$ cat config.mk
export PLATFORM = sky130hd
export DESIGN_NAME = i2c_exp_wr_target
export DESIGN_NICKNAME = d
export VERILOG_FILES = /design/src/rtl/exp_wr_pkg.sv /design/src/rtl/exp_bus_sampler.sv /design/src/rtl/exp_wr_fsm.sv /design/src/rtl/exp_regfile.sv /design/src/rtl/i2c_exp_wr_target.sv
export SDC_FILE = /design/constraint.sdc
export NUM_CORES = 1
export LEC_CHECK = 0
export CORE_UTILIZATION = 49
export CTS_BUF_LIST = sky130_fd_sc_hd__clkbuf_16
export CTS_CLUSTER_DIAMETER = 60
export DETAILED_ROUTE_END_ITERATION = 16
export GPL_ROUTABILITY_DRIVEN = 0
export PLACE_DENSITY = 0.75
export SYNTH_ARGS = -nofsm -noshare
export SYNTH_HDL_FRONTEND = slang
export SYNTH_HIERARCHICAL = 1
export SYNTH_SLANG_ARGS = --single-unit
$ cat constraint.sdc
create_clock -name clk -period 1.58 [get_ports clk]
set_input_delay 0.316 -clock clk [delete_from_list [all_inputs] [get_ports clk]]
set_output_delay 0.316 -clock clk [all_outputs]
set_load 0.01 [all_outputs]
$ cat src/rtl/exp_wr_pkg.sv
// Package: shared types and command decoding for the expander write target.
// Assumes bytes are eight bits wide and that commands are whole bytes.
package exp_wr_pkg;

    localparam int unsigned BYTE_W   = 8;
    localparam int unsigned NUM_REGS = 3;

    // Control states of the byte engine.
    typedef enum logic [2:0] {
        ST_IDLE,
        ST_ADDR,
        ST_ADDR_ACK,
        ST_CMD,
        ST_CMD_ACK,
        ST_DATA,
        ST_DATA_ACK,
        ST_SKIP
    } wr_state_e;

    // Register selected by the command byte. The codes 1..NUM_REGS index the file.
    typedef enum logic [1:0] {
        SEL_NONE = 2'd0,
        SEL_OUT  = 2'd1,
        SEL_POL  = 2'd2,
        SEL_CFG  = 2'd3
    } reg_sel_e;

    // Map a command byte onto a register selection.
    function automatic reg_sel_e decode_cmd(input logic [BYTE_W-1:0] cmd);
        reg_sel_e sel;
        case (cmd)
            8'h01:   sel = SEL_OUT;
            8'h02:   sel = SEL_POL;
            8'h03:   sel = SEL_CFG;
            default: sel = SEL_NONE;
        endcase
        return sel;
    endfunction

    // True for the states in which the target owns the acknowledge slot.
    function automatic logic is_ack_state(input wr_state_e st);
        return (st == ST_ADDR_ACK) || (st == ST_CMD_ACK) || (st == ST_DATA_ACK);
    endfunction

endpackage

$ cat src/rtl/exp_bus_sampler.sv
// Module: synchronises SCL and SDA into the system clock domain and flags
// SCL edges and Start/Stop conditions.
// Assumes the system clock is at least several times faster than SCL, so that
// every SCL phase lasts for several samples. Event flags are one-cycle pulses.
module exp_bus_sampler #(
    parameter int unsigned STAGES = 2
) (
    input  logic clk,
    input  logic rst_n,
    input  logic scl_i,
    input  logic sda_i,
    output logic scl_s,
    output logic sda_s,
    output logic scl_rise,
    output logic scl_fall,
    output logic start_evt,
    output logic stop_evt
);

    logic [STAGES-1:0] scl_pipe;
    logic [STAGES-1:0] sda_pipe;
    logic              scl_prev;
    logic              sda_prev;

    // Build the synchroniser chain, one flop per stage for each line.
    for (genvar g = 0; g < STAGES; g++) begin : g_sync
        if (g == 0) begin : g_first
            // First stage: capture the raw pad values.
            always_ff @(posedge clk) begin
                if (!rst_n) begin
                    scl_pipe[g] <= 1'b1;
                    sda_pipe[g] <= 1'b1;
                end else begin
                    scl_pipe[g] <= scl_i;
                    sda_pipe[g] <= sda_i;
                end
            end
        end else begin : g_next
            // Later stages: pass the value along the chain.
            always_ff @(posedge clk) begin
                if (!rst_n) begin
                    scl_pipe[g] <= 1'b1;
                    sda_pipe[g] <= 1'b1;
                end else begin
                    scl_pipe[g] <= scl_pipe[g-1];
                    sda_pipe[g] <= sda_pipe[g-1];
                end
            end
        end
    end

    assign scl_s = scl_pipe[STAGES-1];
    assign sda_s = sda_pipe[STAGES-1];

    // Keep the previous synchronised values for edge detection.
    always_ff @(posedge clk) begin
        if (!rst_n) begin
            scl_prev <= 1'b1;
            sda_prev <= 1'b1;
        end else begin
            scl_prev <= scl_s;
            sda_prev <= sda_s;
        end
    end

    // Derive the SCL edges and the SDA transitions made while SCL is high.
    always_comb begin
        scl_rise  = scl_s & ~scl_prev;
        scl_fall  = ~scl_s & scl_prev;
        start_evt = scl_s & scl_prev & ~sda_s & sda_prev;
        stop_evt  = scl_s & scl_prev & sda_s & ~sda_prev;
    end

endmodule

$ cat src/rtl/exp_wr_fsm.sv
// Module: byte engine of the write target. It shifts in bits on SCL rising
// edges, checks the address, latches the command and raises a one-cycle write
// pulse when a data byte's acknowledge clock ends.
// Assumes the events come from exp_bus_sampler and that the address prefix
// plus the straps make up the upper bits of the address byte (7 bits).
module exp_wr_fsm
    import exp_wr_pkg::*;
#(
    parameter logic [3:0]  ADDR_PREFIX = 4'b0011,
    parameter int unsigned STRAP_W     = 3
) (
    input  logic                clk,
    input  logic                rst_n,
    input  logic                scl_rise,
    input  logic                scl_fall,
    input  logic                start_evt,
    input  logic                stop_evt,
    input  logic                sda_s,
    input  logic [STRAP_W-1:0]  strap_i,
    output logic                sda_low_o,
    output logic                wr_en_o,
    output reg_sel_e            wr_sel_o,
    output logic [BYTE_W-1:0]   wr_data_o,
    output wr_state_e           state_o
);

    localparam int unsigned CNT_W  = $clog2(BYTE_W + 1);
    localparam int unsigned ADDR_W = $bits(ADDR_PREFIX) + STRAP_W;

    wr_state_e          state_q;
    logic [BYTE_W-1:0]  shreg_q;
    logic [CNT_W-1:0]   cnt_q;
    reg_sel_e           sel_q;
    logic [BYTE_W-1:0]  data_q;
    logic               drive_q;
    logic               wr_q;
    logic               receiving;
    logic               byte_full;
    logic               byte_done;
    logic               addr_hit;

    // Decode the engine's current situation.
    always_comb begin
        receiving = (state_q == ST_ADDR) || (state_q == ST_CMD) || (state_q == ST_DATA);
        byte_full = (cnt_q == CNT_W'(BYTE_W));
        byte_done = receiving && byte_full && scl_fall;
        addr_hit  = (shreg_q[BYTE_W-1:BYTE_W-ADDR_W] == {ADDR_PREFIX, strap_i})
                    && (shreg_q[0] == 1'b0);
    end

    // Shift received bits and count them within the current byte.
    always_ff @(posedge clk) begin
        if (!rst_n) begin
            shreg_q <= '0;
            cnt_q   <= '0;
        end else if (start_evt || stop_evt) begin
            cnt_q <= '0;
        end else if (receiving && scl_rise && !byte_full) begin
            shreg_q <= {shreg_q[BYTE_W-2:0], sda_s};
            cnt_q   <= cnt_q + 1'b1;
        end else if (byte_done) begin
            cnt_q <= '0;
        end
    end

    // Sequence the transfer: address, command, data and their acknowledges.
    always_ff @(posedge clk) begin
        if (!rst_n) begin
            state_q <= ST_IDLE;
            sel_q   <= SEL_NONE;
            data_q  <= '0;
            drive_q <= 1'b0;
            wr_q    <= 1'b0;
        end else begin
            wr_q <= 1'b0;
            if (start_evt) begin
                state_q <= ST_ADDR;
                drive_q <= 1'b0;
            end else if (stop_evt) begin
                state_q <= ST_IDLE;
                drive_q <= 1'b0;
            end else begin
                case (state_q)
                    ST_ADDR: begin
                        if (byte_done) begin
                            if (addr_hit) begin
                                drive_q <= 1'b1;
                                state_q <= ST_ADDR_ACK;
                            end else begin
                                state_q <= ST_SKIP;
                            end
                        end
                    end
                    ST_CMD: begin
                        if (byte_done) begin
                            sel_q   <= decode_cmd(shreg_q);
                            drive_q <= 1'b1;
                            state_q <= ST_CMD_ACK;
                        end
                    end
                    ST_DATA: begin
                        if (byte_done) begin
                            data_q  <= shreg_q;
                            drive_q <= 1'b1;
                            state_q <= ST_DATA_ACK;
                        end
                    end
                    ST_ADDR_ACK: begin
                        if (scl_fall) begin
                            drive_q <= 1'b0;
                            state_q <= ST_CMD;
                        end
                    end
                    ST_CMD_ACK: begin
                        if (scl_fall) begin
                            drive_q <= 1'b0;
                            state_q <= ST_DATA;
                        end
                    end
                    ST_DATA_ACK: begin
                        if (scl_fall) begin
                            drive_q <= 1'b0;
                            wr_q    <= 1'b1;
                            state_q <= ST_DATA;
                        end
                    end
                    default: begin
                        drive_q <= 1'b0;
                    end
                endcase
            end
        end
    end

    assign sda_low_o = drive_q;
    assign wr_en_o   = wr_q;
    assign wr_sel_o  = sel_q;
    assign wr_data_o = data_q;
    assign state_o   = state_q;

endmodule

$ cat src/rtl/exp_regfile.sv
// Module: the expander's control registers. There is one register per
// selection code, each loaded by a write pulse that carries its code.
// Assumes wr_en_i is a single-cycle pulse. SEL_NONE loads nothing.
module exp_regfile
    import exp_wr_pkg::*;
#(
    parameter logic [BYTE_W-1:0] OUT_RST = 8'hFF,
    parameter logic [BYTE_W-1:0] POL_RST = 8'h00,
    parameter logic [BYTE_W-1:0] CFG_RST = 8'hFF
) (
    input  logic                clk,
    input  logic                rst_n,
    input  logic                wr_en_i,
    input  reg_sel_e            wr_sel_i,
    input  logic [BYTE_W-1:0]   wr_data_i,
    output logic [BYTE_W-1:0]   out_o,
    output logic [BYTE_W-1:0]   pol_o,
    output logic [BYTE_W-1:0]   cfg_o
);

    localparam logic [NUM_REGS*BYTE_W-1:0] RST_VALS = {CFG_RST, POL_RST, OUT_RST};

    logic [NUM_REGS*BYTE_W-1:0] regs_flat;

    // One register per selection code.
    for (genvar g = 0; g < NUM_REGS; g++) begin : g_reg
        localparam logic [1:0] CODE = 2'(g + 1);
        logic [BYTE_W-1:0] q;

        // Load this register when a write pulse carries its code.
        always_ff @(posedge clk) begin
            if (!rst_n) begin
                q <= RST_VALS[g*BYTE_W +: BYTE_W];
            end else if (wr_en_i && (wr_sel_i == reg_sel_e'(CODE))) begin
                q <= wr_data_i;
            end
        end

        assign regs_flat[g*BYTE_W +: BYTE_W] = q;
    end

    assign out_o = regs_flat[0*BYTE_W +: BYTE_W];
    assign pol_o = regs_flat[1*BYTE_W +: BYTE_W];
    assign cfg_o = regs_flat[2*BYTE_W +: BYTE_W];

endmodule

$ cat src/rtl/i2c_exp_wr_target.sv
// Module: top of the I2C write target for the I/O expander. It joins the line
// sampler, the byte engine and the register file.
// Assumes clk is much faster than SCL and that sda_i is the wired line value,
// including this block's own pull-down.
module i2c_exp_wr_target
    import exp_wr_pkg::*;
#(
    parameter int unsigned       SYNC_STAGES = 2,
    parameter logic [3:0]        ADDR_PREFIX = 4'b0011,
    parameter int unsigned       STRAP_W     = 3,
    parameter logic [BYTE_W-1:0] OUT_RST     = 8'hFF,
    parameter logic [BYTE_W-1:0] POL_RST     = 8'h00,
    parameter logic [BYTE_W-1:0] CFG_RST     = 8'hFF
) (
    input  logic                clk,
    input  logic                rst_n,
    input  logic                scl_i,
    input  logic                sda_i,
    input  logic [STRAP_W-1:0]  strap_i,
    output logic                sda_low_o,
    output logic [BYTE_W-1:0]   out_port_o,
    output logic [BYTE_W-1:0]   pol_inv_o,
    output logic [BYTE_W-1:0]   cfg_o
);

    logic              scl_s;
    logic              sda_s;
    logic              scl_rise;
    logic              scl_fall;
    logic              start_evt;
    logic              stop_evt;
    logic              wr_en;
    reg_sel_e          wr_sel;
    logic [BYTE_W-1:0] wr_data;
    wr_state_e         fsm_state;

    exp_bus_sampler #(
        .STAGES (SYNC_STAGES)
    ) u_sampler (
        .clk       (clk),
        .rst_n     (rst_n),
        .scl_i     (scl_i),
        .sda_i     (sda_i),
        .scl_s     (scl_s),
        .sda_s     (sda_s),
        .scl_rise  (scl_rise),
        .scl_fall  (scl_fall),
        .start_evt (start_evt),
        .stop_evt  (stop_evt)
    );

    exp_wr_fsm #(
        .ADDR_PREFIX (ADDR_PREFIX),
        .STRAP_W     (STRAP_W)
    ) u_fsm (
        .clk       (clk),
        .rst_n     (rst_n),
        .scl_rise  (scl_rise),
        .scl_fall  (scl_fall),
        .start_evt (start_evt),
        .stop_evt  (stop_evt),
        .sda_s     (sda_s),
        .strap_i   (strap_i),
        .sda_low_o (sda_low_o),
        .wr_en_o   (wr_en),
        .wr_sel_o  (wr_sel),
        .wr_data_o (wr_data),
        .state_o   (fsm_state)
    );

    exp_regfile #(
        .OUT_RST (OUT_RST),
        .POL_RST (POL_RST),
        .CFG_RST (CFG_RST)
    ) u_regs (
        .clk       (clk),
        .rst_n     (rst_n),
        .wr_en_i   (wr_en),
        .wr_sel_i  (wr_sel),
        .wr_data_i (wr_data),
        .out_o     (out_port_o),
        .pol_o     (pol_inv_o),
        .cfg_o     (cfg_o)
    );

endmodule

==> metrics.txt, run 1 <==
# TYPE chip_impl_metric gauge
chip_impl_info{name="synth_most_common_cell",value="sky130_fd_sc_hd__dfxtp_1"} 1
chip_impl_metric{name="synth.lib_cells_used.distinct",unit=""} 39
chip_impl_metric{name="die_h",unit="µm"} 74.09
chip_impl_metric{name="globalRouteMet1Util",unit=""} 0.2445
chip_impl_metric{name="part_of_the_yosys_area_used_for_sequential_elements",unit=""} 0.4482
chip_impl_metric{name="fill_count",unit=""} 386
chip_impl_metric{name="post_synth.cell_area_avg",unit="µm²"} 9.608
chip_impl_metric{name="post-route-period-util",unit=""} 0.9770
chip_impl_info{name="outcome",value="finished, final reports clean"} 1
chip_impl_metric{name="slew_headroom",unit=""} 0.6751
chip_impl_metric{name="worstMarginPinSlew",unit="ns"} 0.4874
chip_impl_metric{name="initial_utilization",unit=""} 0.5252
chip_impl_metric{name="route.vias.total",unit=""} 2033
chip_impl_metric{name="detailedRoute.firstIterationViolations",unit=""} 74
chip_impl_metric{name="place.detailed.hpwl",unit="mm"} 3.838
chip_impl_metric{name="synth_enable_flop_cells",unit=""} 0
chip_impl_metric{name="largest_net_degree_at_the_start_of_global_routing",unit=""} 23
chip_impl_metric{name="synthToLayoutAreaGrowth",unit="%"} 32.33
chip_impl_metric{name="drt-pass1-iter-count",unit=""} 4
chip_impl_metric{name="number_of_antenna_cells_inserted",unit=""} 0
chip_impl_metric{name="cap_viol_max_count",unit=""} 0
chip_impl_metric{name="whs",unit="ns"} 0.2716
chip_impl_metric{name="syn-num-nets",unit=""} 274
chip_impl_metric{name="r2r_cells",unit=""} 6
chip_impl_metric{name="finalSetupViolations",unit=""} 0
chip_impl_info{name="startpoint_of_the_tightest_hold_check_path",value="rst_n"} 1
chip_impl_metric{name="grt_overflow",unit=""} 0
chip_impl_info{name="grt_busiest_layer",value="met2"} 1
chip_impl_metric{name="post_synth_instance_area",unit="mm²"} 0.002546
chip_impl_metric{name="grt_antenna_before_repair",unit=""} 0
chip_impl_metric{name="floorplan.die_area",unit="mm²"} 0.005489
chip_impl_metric{name="rrSetupSlack",unit="ns"} 0.04
chip_impl_metric{name="timing.critical_path.required",unit="ns"} 1.79
chip_impl_metric{name="cts_buffer_depth",unit=""} 2
chip_impl_metric{name="finalCoreUtilization",unit=""} 0.6950
chip_impl_metric{name="netlist.area_leader.share",unit=""} 0.4482
chip_impl_metric{name="crit_path_max_fanout",unit=""} 8
chip_impl_metric{name="synth-async-reset-ratio",unit=""} 0
chip_impl_info{name="hold_end",value="u_sampler/scl_prev"} 1
chip_impl_metric{name="ys_warn_count",unit=""} 6
chip_impl_metric{name="final_nets",unit=""} 329
chip_impl_metric{name="io_pins",unit=""} 32
chip_impl_metric{name="first_global_vias",unit=""} 1852
chip_impl_metric{name="period_minus_slack",unit="ns"} 1.544
chip_impl_metric{name="fin_worst_skew",unit="ns"} 0.004004
chip_impl_info{name="synth_top_area_cell",value="sky130_fd_sc_hd__dfxtp_1"} 1
chip_impl_metric{name="critical_path_arrival",unit="ns"} 1.75
chip_impl_metric{name="placedInstanceArea",unit="mm²"} 0.003007
chip_impl_metric{name="drt.antenna.violating_nets",unit=""} 0
chip_impl_metric{name="number_of_sinks_driven_by_the_clock_tree",unit=""} 57
chip_impl_metric{name="num_rows",unit=""} 25
chip_impl_metric{name="post-place-ws",unit="ns"} -0.1403
chip_impl_metric{name="drt-vias-per-instance",unit=""} 5.186
chip_impl_metric{name="layout_cells_sized_above_1",unit=""} 0.2123
chip_impl_metric{name="final_hold_viol_count",unit=""} 0
chip_impl_info{name="worst_hold_path_type",value="input pin to flip-flop"} 1
chip_impl_metric{name="met3_resource_use_gr",unit=""} 0.06775
chip_impl_metric{name="fmaxAchievable",unit="GHz"} 0.6478
chip_impl_metric{name="io_buf_count",unit=""} 31
chip_impl_metric{name="clock_tree.htree_level_count",unit=""} 3
chip_impl_info{name="r2r_start",value="u_sampler/scl_s"} 1
chip_impl_metric{name="static-leakage-power",unit="nW"} 1.325
chip_impl_metric{name="grt_pass1_wl",unit="mm"} 8.659
chip_impl_info{name="ys_dominant_reg_cell",value="sky130_fd_sc_hd__dfxtp_1"} 1
chip_impl_info{name="buffer_type_at_the_clock_tree_root",value="sky130_fd_sc_hd__clkbuf_16"} 1
chip_impl_metric{name="clock_buffer_count_from_cts",unit=""} 9
chip_impl_metric{name="grt_usage",unit=""} 0.2155
chip_impl_info{name="crit_path_start_kind",value="flip-flop"} 1
chip_impl_info{name="clock_tree_from_tritoncts",value="built"} 1
chip_impl_info{name="worstReg2RegEnd",value="u_fsm/wr_data_o[2]"} 1
chip_impl_metric{name="maxSlewViolCount",unit=""} 0
chip_impl_metric{name="insertion_delay",unit="ns"} 0.32
chip_impl_metric{name="hold_path_depth",unit=""} 2
chip_impl_metric{name="report.power.total",unit="mW"} 3.415
chip_impl_metric{name="power_per_cell_area",unit="mW/mm²"} 1013
chip_impl_metric{name="layout.cell_area.non_filler",unit="mm²"} 0.003369
chip_impl_info{name="synth.top_cells.by_area",value="sky130_fd_sc_hd__dfxtp_1 45%, sky130_fd_sc_hd__mux2i_1 13%, sky130_fd_sc_hd__nor2b_1 8.6%, sky130_fd_sc_hd__nand2_1 5.6%, sky130_fd_sc_hd__nand3_1 2.6%"} 1
chip_impl_metric{name="core_area",unit="mm²"} 0.004848
chip_impl_metric{name="clk_pin_slew",unit="ns"} 0.05
chip_impl_metric{name="setup_ws",unit="ns"} 0.03634
chip_impl_metric{name="syn-instance-count",unit=""} 265
chip_impl_metric{name="max-vdd-ir-drop",unit="mV"} 0.7433
chip_impl_metric{name="detail_route.drc_violations",unit=""} 0
chip_impl_metric{name="ys_seq_elements",unit=""} 57
chip_impl_info{name="grt_setup_unrepaired",value="yes"} 1
chip_impl_metric{name="die_width",unit="µm"} 74.09
chip_impl_metric{name="grtUsageMet2",unit=""} 0.3687
chip_impl_info{name="synth_common_cells",value="57 x sky130_fd_sc_hd__dfxtp_1, 38 x sky130_fd_sc_hd__nand2_1, 35 x sky130_fd_sc_hd__nor2b_1"} 1
chip_impl_metric{name="wire_per_inst",unit="µm"} 14.07
chip_impl_info{name="critical_path_class",value="flip-flop to flip-flop"} 1
chip_impl_metric{name="finalWirelength",unit="mm"} 5.516
chip_impl_info{name="cp-end-kind",value="flip-flop"} 1
worst max-delay path by stage:
| stage | from | to | cells after the start |
|---|---|---|---|
| after floorplan | u_fsm/cnt_q[0] | u_fsm/wr_data_o[0] | 10 |
| after global placement | strap_i[1] | u_fsm/state_o[0] | 6 |
| after detailed placement | strap_i[1] | u_fsm/state_o[0] | 6 |
| after CTS | u_sampler/scl_prev | u_fsm/wr_data_o[2] | 6 |
| after global routing | u_fsm/cnt_q[1] | u_fsm/wr_data_o[7] | 7 |
| final | u_sampler/scl_s | u_fsm/wr_data_o[2] | 6 |
per-stage QoR:
stage | TNS (ns) | std cells
2_1_floorplan | -0.4913 | 265
3_5_place_dp | -0.1884 | 371
5_1_grt | -0.3606 | 392
4_1_cts | 0 | 387
3_3_place_gp | -0.1649 | 371
6_report | 0 | 392
area by class of cell:
type | count | area (µm²) | area share
multi-input combinational | 191 | 1331 | 0.3951
clock buffer | 9 | 225.2 | 0.06684
sequential | 57 | 1149 | 0.3409
inverter | 3 | 11.26 | 0.003342
timing repair buffer | 58 | 508.0 | 0.1508
clock inverter | 7 | 61.31 | 0.01820
tap | 67 | 83.83 | 0.02488
power breakdown:
part | switching [mW] | internal [mW] | total [mW] | leakage (nW)
combinational | 0.0607 | 0.0682 | 0.129 | 0.718
sequential | 0.00514 | 1.45 | 1.45 | 0.462
clock | 0.633 | 1.20 | 1.83 | 0.144
kinds of logic after synthesis:
kind of cell,after synthesis,share of synthesized area
xor+xnor,4,0.01376
compound gates,29,0.08010
buf+inv,17,0.04815
simple gates,123,0.2703
fa+ha+maj,2,0.009826
mux,33,0.1297
flops,57,0.4482
layout by cell type (no fill, tap or decap), drive strengths merged, types with 3 or more instances in the layout:
| master | Yosys | routed |
|---|---|---|
| a21boi | 11 | 11 |
| a21oi | 10 | 10 |
| and4b | 3 | 3 |
| buf | 8 | 28 |
| clkbuf | 6 | 9 |
| clkdlybuf4s50 | 0 | 30 |
| clkinv | 0 | 6 |
| dfxtp | 57 | 57 |
| inv | 3 | 3 |
| mux2i | 33 | 33 |
| nand2 | 38 | 38 |
| nand2b | 8 | 8 |
| nand3 | 14 | 14 |
| nand3b | 3 | 3 |
| nor2 | 6 | 6 |
| nor2b | 35 | 35 |
| nor3 | 6 | 6 |
| xnor2 | 3 | 3 |
registers in the layout (all words and copies together) (netlist names):
register and count:
u_fsm/shreg_q 8, u_fsm/wr_en_o 1, u_sampler/sda_pipe 1, u_regs/out_o 8, u_fsm/wr_data_o 8, u_fsm/sda_low_o 1, u_fsm/cnt_q 4, u_fsm/state_o 3
u_fsm/wr_sel_o 2, u_sampler/scl_s 1, u_sampler/sda_prev 1, u_sampler/scl_prev 1, u_sampler/sda_s 1, u_sampler/scl_pipe 1, u_regs/pol_o 8, u_regs/cfg_o 8
critical path, cell delays in order, from the launching register on:
cell	delay, ns
sky130_fd_sc_hd__dfxtp_2	0.34
sky130_fd_sc_hd__and4b_2	0.27
sky130_fd_sc_hd__nor2_2	0.12
sky130_fd_sc_hd__buf_4	0.16
sky130_fd_sc_hd__nand4b_4	0.23
sky130_fd_sc_hd__mux2i_1	0.24
sky130_fd_sc_hd__nor2b_1	0.06
what timing repair did:
action / 4_1_cts / 5_1_grt
setup endpoints to repair: 2 / 19
pin swaps: 0 / 4
gates resized for setup: 1 / 12
setup buffers: 0 / 5
hold buffers: 0 / 0
metal layers:
layer	up-vias	wire length, µm
li1	1015	-
met1	959	2442
met2	48	2772
met3	11	205
met4	0	95
met5	-	0
Note: power is estimated with default switching activity, not from simulation.
==> run 2, diff against run 1 <==
--- a/config.mk
+++ b/config.mk
@@ -5,11 +5,11 @@
 export SDC_FILE = /design/constraint.sdc
 export NUM_CORES = 1
 export LEC_CHECK = 0
+export CAP_MARGIN = 20
 export CORE_UTILIZATION = 49
 export CTS_BUF_LIST = sky130_fd_sc_hd__clkbuf_16
 export CTS_CLUSTER_DIAMETER = 60
 export DETAILED_ROUTE_END_ITERATION = 16
-export GPL_ROUTABILITY_DRIVEN = 0
 export PLACE_DENSITY = 0.75
 export SYNTH_ARGS = -nofsm -noshare
 export SYNTH_HDL_FRONTEND = slang
==> results of run 2 <==
No change in the layout: final DEF, timing and power equal those of run 1.
==> run 3, diff against run 2 <==
--- a/config.mk
+++ b/config.mk
@@ -6,11 +6,11 @@
 export NUM_CORES = 1
 export LEC_CHECK = 0
 export CAP_MARGIN = 20
-export CORE_UTILIZATION = 49
+export CORE_UTILIZATION = 59
 export CTS_BUF_LIST = sky130_fd_sc_hd__clkbuf_16
 export CTS_CLUSTER_DIAMETER = 60
 export DETAILED_ROUTE_END_ITERATION = 16
-export PLACE_DENSITY = 0.75
+export PLACE_DENSITY = 0.84
 export SYNTH_ARGS = -nofsm -noshare
 export SYNTH_HDL_FRONTEND = slang
 export SYNTH_HIERARCHICAL = 1
==> constraint.sdc (replaced) <==
create_clock -name clk -period 1.9 [get_ports clk]
set_input_delay 0.38 -clock clk [delete_from_list [all_inputs] [get_ports clk]]
set_output_delay 0.38 -clock clk [all_outputs]
set_load 0.01 [all_outputs]
==> run 3 against run 2 <==
Effect of this change: register-to-register slack improved by 0.08 ns; hold slack improved by 0.14 ns; first-iteration DRC count increased by 19%; worst setup slack better by 0.076 ns; clock skew is 0.0039 ns higher; routed wire length fell by 6.3%; utilization up 8.2 points; critical path type unchanged.
==> metrics.txt, run 3 (synthesized netlist as in run 1, its figures left out) <==
# TYPE chip_impl_metric gauge
chip_impl_info{name="outcome",value="finished, final reports clean"} 1
chip_impl_metric{name="grt_antenna_before_repair",unit=""} 0
chip_impl_metric{name="drt.antenna.violating_nets",unit=""} 0
chip_impl_metric{name="p_sw_frac",unit=""} 0.1973
chip_impl_metric{name="finalSetupViolations",unit=""} 0
chip_impl_metric{name="num_rows",unit=""} 23
chip_impl_metric{name="insertion_delay",unit="ns"} 0.32
chip_impl_metric{name="finish.cell_count_without_fillers",unit=""} 355
chip_impl_metric{name="timing.critical_path.required",unit="ns"} 2.10
chip_impl_metric{name="p_int",unit="mW"} 2.238
chip_impl_info{name="clock_tree_from_tritoncts",value="built"} 1
chip_impl_info{name="crit_path_frequent_cell",value="sky130_fd_sc_hd__nand2_1"} 1
chip_impl_info{name="final_cell_mix",value="57 x sky130_fd_sc_hd__dfxtp_1, 38 x sky130_fd_sc_hd__nand2_1, 35 x sky130_fd_sc_hd__nor2b_1"} 1
chip_impl_metric{name="clk_pin_slew",unit="ns"} 0.05
chip_impl_metric{name="finalWirelength",unit="mm"} 5.168
chip_impl_metric{name="largest_net_degree_at_the_start_of_global_routing",unit=""} 53
chip_impl_metric{name="crit_path_max_fanout",unit=""} 10
chip_impl_metric{name="layout.cell_area.non_filler",unit="mm²"} 0.003153
chip_impl_metric{name="post-route-period-util",unit=""} 0.9407
chip_impl_info{name="crit_path_start_kind",value="flip-flop"} 1
chip_impl_metric{name="area.sequential",unit="mm²"} 0.001141
chip_impl_metric{name="synthToLayoutAreaGrowth",unit="%"} 23.83
chip_impl_info{name="cpLargestDelayFamily",value="simple AND/OR/NAND/NOR gates"} 1
chip_impl_metric{name="multi_input_area",unit="mm²"} 0.001282
chip_impl_info{name="path_cells",value="inv_1 > ha_1 > nand3b_1 > and3_1 > nand2_1 > nand2_1 > a21boi_0"} 1
chip_impl_metric{name="initial_utilization",unit=""} 0.6275
chip_impl_metric{name="grt_usage",unit=""} 0.2517
chip_impl_metric{name="number_of_sinks_driven_by_the_clock_tree",unit=""} 57
chip_impl_metric{name="slew_headroom",unit=""} 0.6833
chip_impl_metric{name="met3_resource_use_gr",unit=""} 0.08784
chip_impl_metric{name="detail_route.drc_violations",unit=""} 0
chip_impl_metric{name="cts_buffer_depth",unit=""} 2
chip_impl_metric{name="drt-pass1-iter-count",unit=""} 4
chip_impl_metric{name="power.net_switching",unit="mW"} 0.5500
chip_impl_metric{name="tns",unit="ns"} 0
chip_impl_info{name="cp-end-kind",value="flip-flop"} 1
chip_impl_metric{name="comb_power_share",unit=""} 0.033
chip_impl_metric{name="period_minus_slack",unit="ns"} 1.787
chip_impl_metric{name="drt-vias-per-instance",unit=""} 5.439
chip_impl_metric{name="worstMarginPinSlew",unit="ns"} 0.4751
chip_impl_info{name="grt_busiest_layer",value="met2"} 1
chip_impl_metric{name="globalRouteMet1Util",unit=""} 0.2673
chip_impl_metric{name="grtUsageMet2",unit=""} 0.4220
chip_impl_metric{name="power_per_cell_area",unit="mW/mm²"} 884.2
chip_impl_metric{name="grt_pass1_wl",unit="mm"} 8.066
chip_impl_metric{name="clock_buffer_count_from_cts",unit=""} 9
chip_impl_metric{name="cts_hold_repair.buffers",unit=""} 0
chip_impl_metric{name="power.share.clock",unit=""} 0.533
chip_impl_info{name="mostFrequentLayoutCell",value="sky130_fd_sc_hd__dfxtp_1"} 1
chip_impl_info{name="worst_hold_path_type",value="flip-flop to flip-flop"} 1
chip_impl_metric{name="clock_tree.htree_level_count",unit=""} 3
chip_impl_info{name="grt_setup_unrepaired",value="no"} 1
chip_impl_metric{name="io_buf_count",unit=""} 31
chip_impl_metric{name="slowest_delay",unit="ns"} 0.38
chip_impl_metric{name="placedInstanceArea",unit="mm²"} 0.002873
chip_impl_metric{name="static-leakage-power",unit="nW"} 1.215
chip_impl_metric{name="cp_num_buf_inv",unit=""} 1
chip_impl_metric{name="place.detailed.hpwl",unit="mm"} 3.489
chip_impl_metric{name="post_cts.resized_instances",unit=""} 0
chip_impl_info{name="critPathSlowestCell",value="sky130_fd_sc_hd__dfxtp_1"} 1
chip_impl_metric{name="first_global_vias",unit=""} 1737
chip_impl_metric{name="io_pins",unit=""} 32
chip_impl_metric{name="detailedRoute.firstIterationViolations",unit=""} 88
chip_impl_metric{name="setup_repair_bufs_after_cts",unit=""} 0
chip_impl_metric{name="part_of_the_power_in_registers",unit=""} 0.434
chip_impl_metric{name="wire_per_inst",unit="µm"} 14.56
chip_impl_metric{name="floorplan.die_area",unit="mm²"} 0.004583
chip_impl_metric{name="die_width",unit="µm"} 67.70
chip_impl_metric{name="cap_viol_max_count",unit=""} 0
chip_impl_metric{name="die_h",unit="µm"} 67.70
chip_impl_metric{name="critical_path_arrival",unit="ns"} 1.98
chip_impl_metric{name="number_of_antenna_cells_inserted",unit=""} 0
chip_impl_metric{name="gp_routability_congestion",unit=""} 0.8842
chip_impl_metric{name="place_inst",unit=""} 339
chip_impl_metric{name="grt_overflow",unit=""} 0
chip_impl_metric{name="fmaxAchievable",unit="GHz"} 0.5595
chip_impl_metric{name="finalCoreUtilization",unit=""} 0.7771
chip_impl_metric{name="core_area",unit="mm²"} 0.004058
chip_impl_info{name="buffer_type_at_the_clock_tree_root",value="sky130_fd_sc_hd__clkbuf_16"} 1
chip_impl_metric{name="max-vdd-ir-drop",unit="mV"} 0.5762
chip_impl_info{name="critical_path_class",value="flip-flop to flip-flop"} 1
chip_impl_metric{name="final_nets",unit=""} 309
chip_impl_metric{name="maxSlewViolCount",unit=""} 0
chip_impl_metric{name="route.vias.total",unit=""} 1931
chip_impl_metric{name="fill_count",unit=""} 295
chip_impl_metric{name="fin_worst_skew",unit="ns"} 0.007913
chip_impl_metric{name="final_hold_viol_count",unit=""} 0
chip_impl_metric{name="layout_cells_sized_above_1",unit=""} 0.09508
[run 3: changes by cell type in the layout (fill, tap and decap cells not counted), sizes merged]
| cell | previous run | this run |
|---|---|---|
| clkdlybuf4s50 | 30 | 31 |
| buf | 28 | 7 |
| inv | 3 | 6 |
| clkinv | 6 | 3 |
[run 3: power by group through the flow]
| stage | clock network (mW) | logic [mW] | registers, mW |
|---|---|---|---|
| global placement | 0 | 0.0906 | 1.23 |
| CTS | 1.51 | 0.0912 | 1.21 |
| finish | 1.49 | 0.0916 | 1.21 |
| floorplan | 0 | 0.0558 | 1.23 |
| detailed placement | 0 | 0.0908 | 1.23 |
| global route | 1.58 | 0.0985 | 1.21 |
[run 3: worst reg2reg max path: stages, from the launching register on]
cell	delay [ns]
sky130_fd_sc_hd__dfxtp_1	0.38
sky130_fd_sc_hd__inv_1	0.07
sky130_fd_sc_hd__ha_1	0.21
sky130_fd_sc_hd__nand3b_1	0.12
sky130_fd_sc_hd__and3_1	0.38
sky130_fd_sc_hd__nand2_1	0.26
sky130_fd_sc_hd__nand2_1	0.16
sky130_fd_sc_hd__a21boi_0	0.09
[run 3: final cells by class]
| class | instances | area share |
|---|---|---|
| multi-input cells | 191 | 0.4067 |
| flip-flops and latches | 57 | 0.3619 |
| clock inverters | 7 | 0.01746 |
| clock buffers | 9 | 0.07143 |
| repair buffers | 38 | 0.1190 |
| inverters | 3 | 0.003571 |
| well taps | 50 | 0.01984 |
[run 3: per-stage QoR]
step	total power, mW	hold slack, ns	setup WS, ns
4_1_cts	2.808	0.4157	0.1639
6_report	2.788	0.4105	0.1126
2_1_floorplan	1.287	0.3863	0.1770
3_3_place_gp	1.323	0.3928	0.1676
3_5_place_dp	1.324	0.4025	0.1275
5_1_grt	2.890	0.4309	0.01987
[run 3: path summary, 6_finish.rpt]
| check | end | slack [ns] | start | depth (start not counted) |
|---|---|---|---|---|
| max reg2reg | u_fsm/shreg_q[0] | 0.11 | u_fsm/cnt_q[0] | 7 |
| min | u_sampler/scl_s | 0.41 | u_sampler/scl_pipe[0] | 1 |
| max | u_fsm/shreg_q[0] | 0.11 | u_fsm/cnt_q[0] | 7 |
| min reg2reg | u_sampler/scl_s | 0.41 | u_sampler/scl_pipe[0] | 1 |
[run 3: layer usage]
metal	part of all wire	wire [µm]
met4	0.020	104
met2	0.52	2669
met3	0.038	198
met5	0	0
met1	0.42	2196
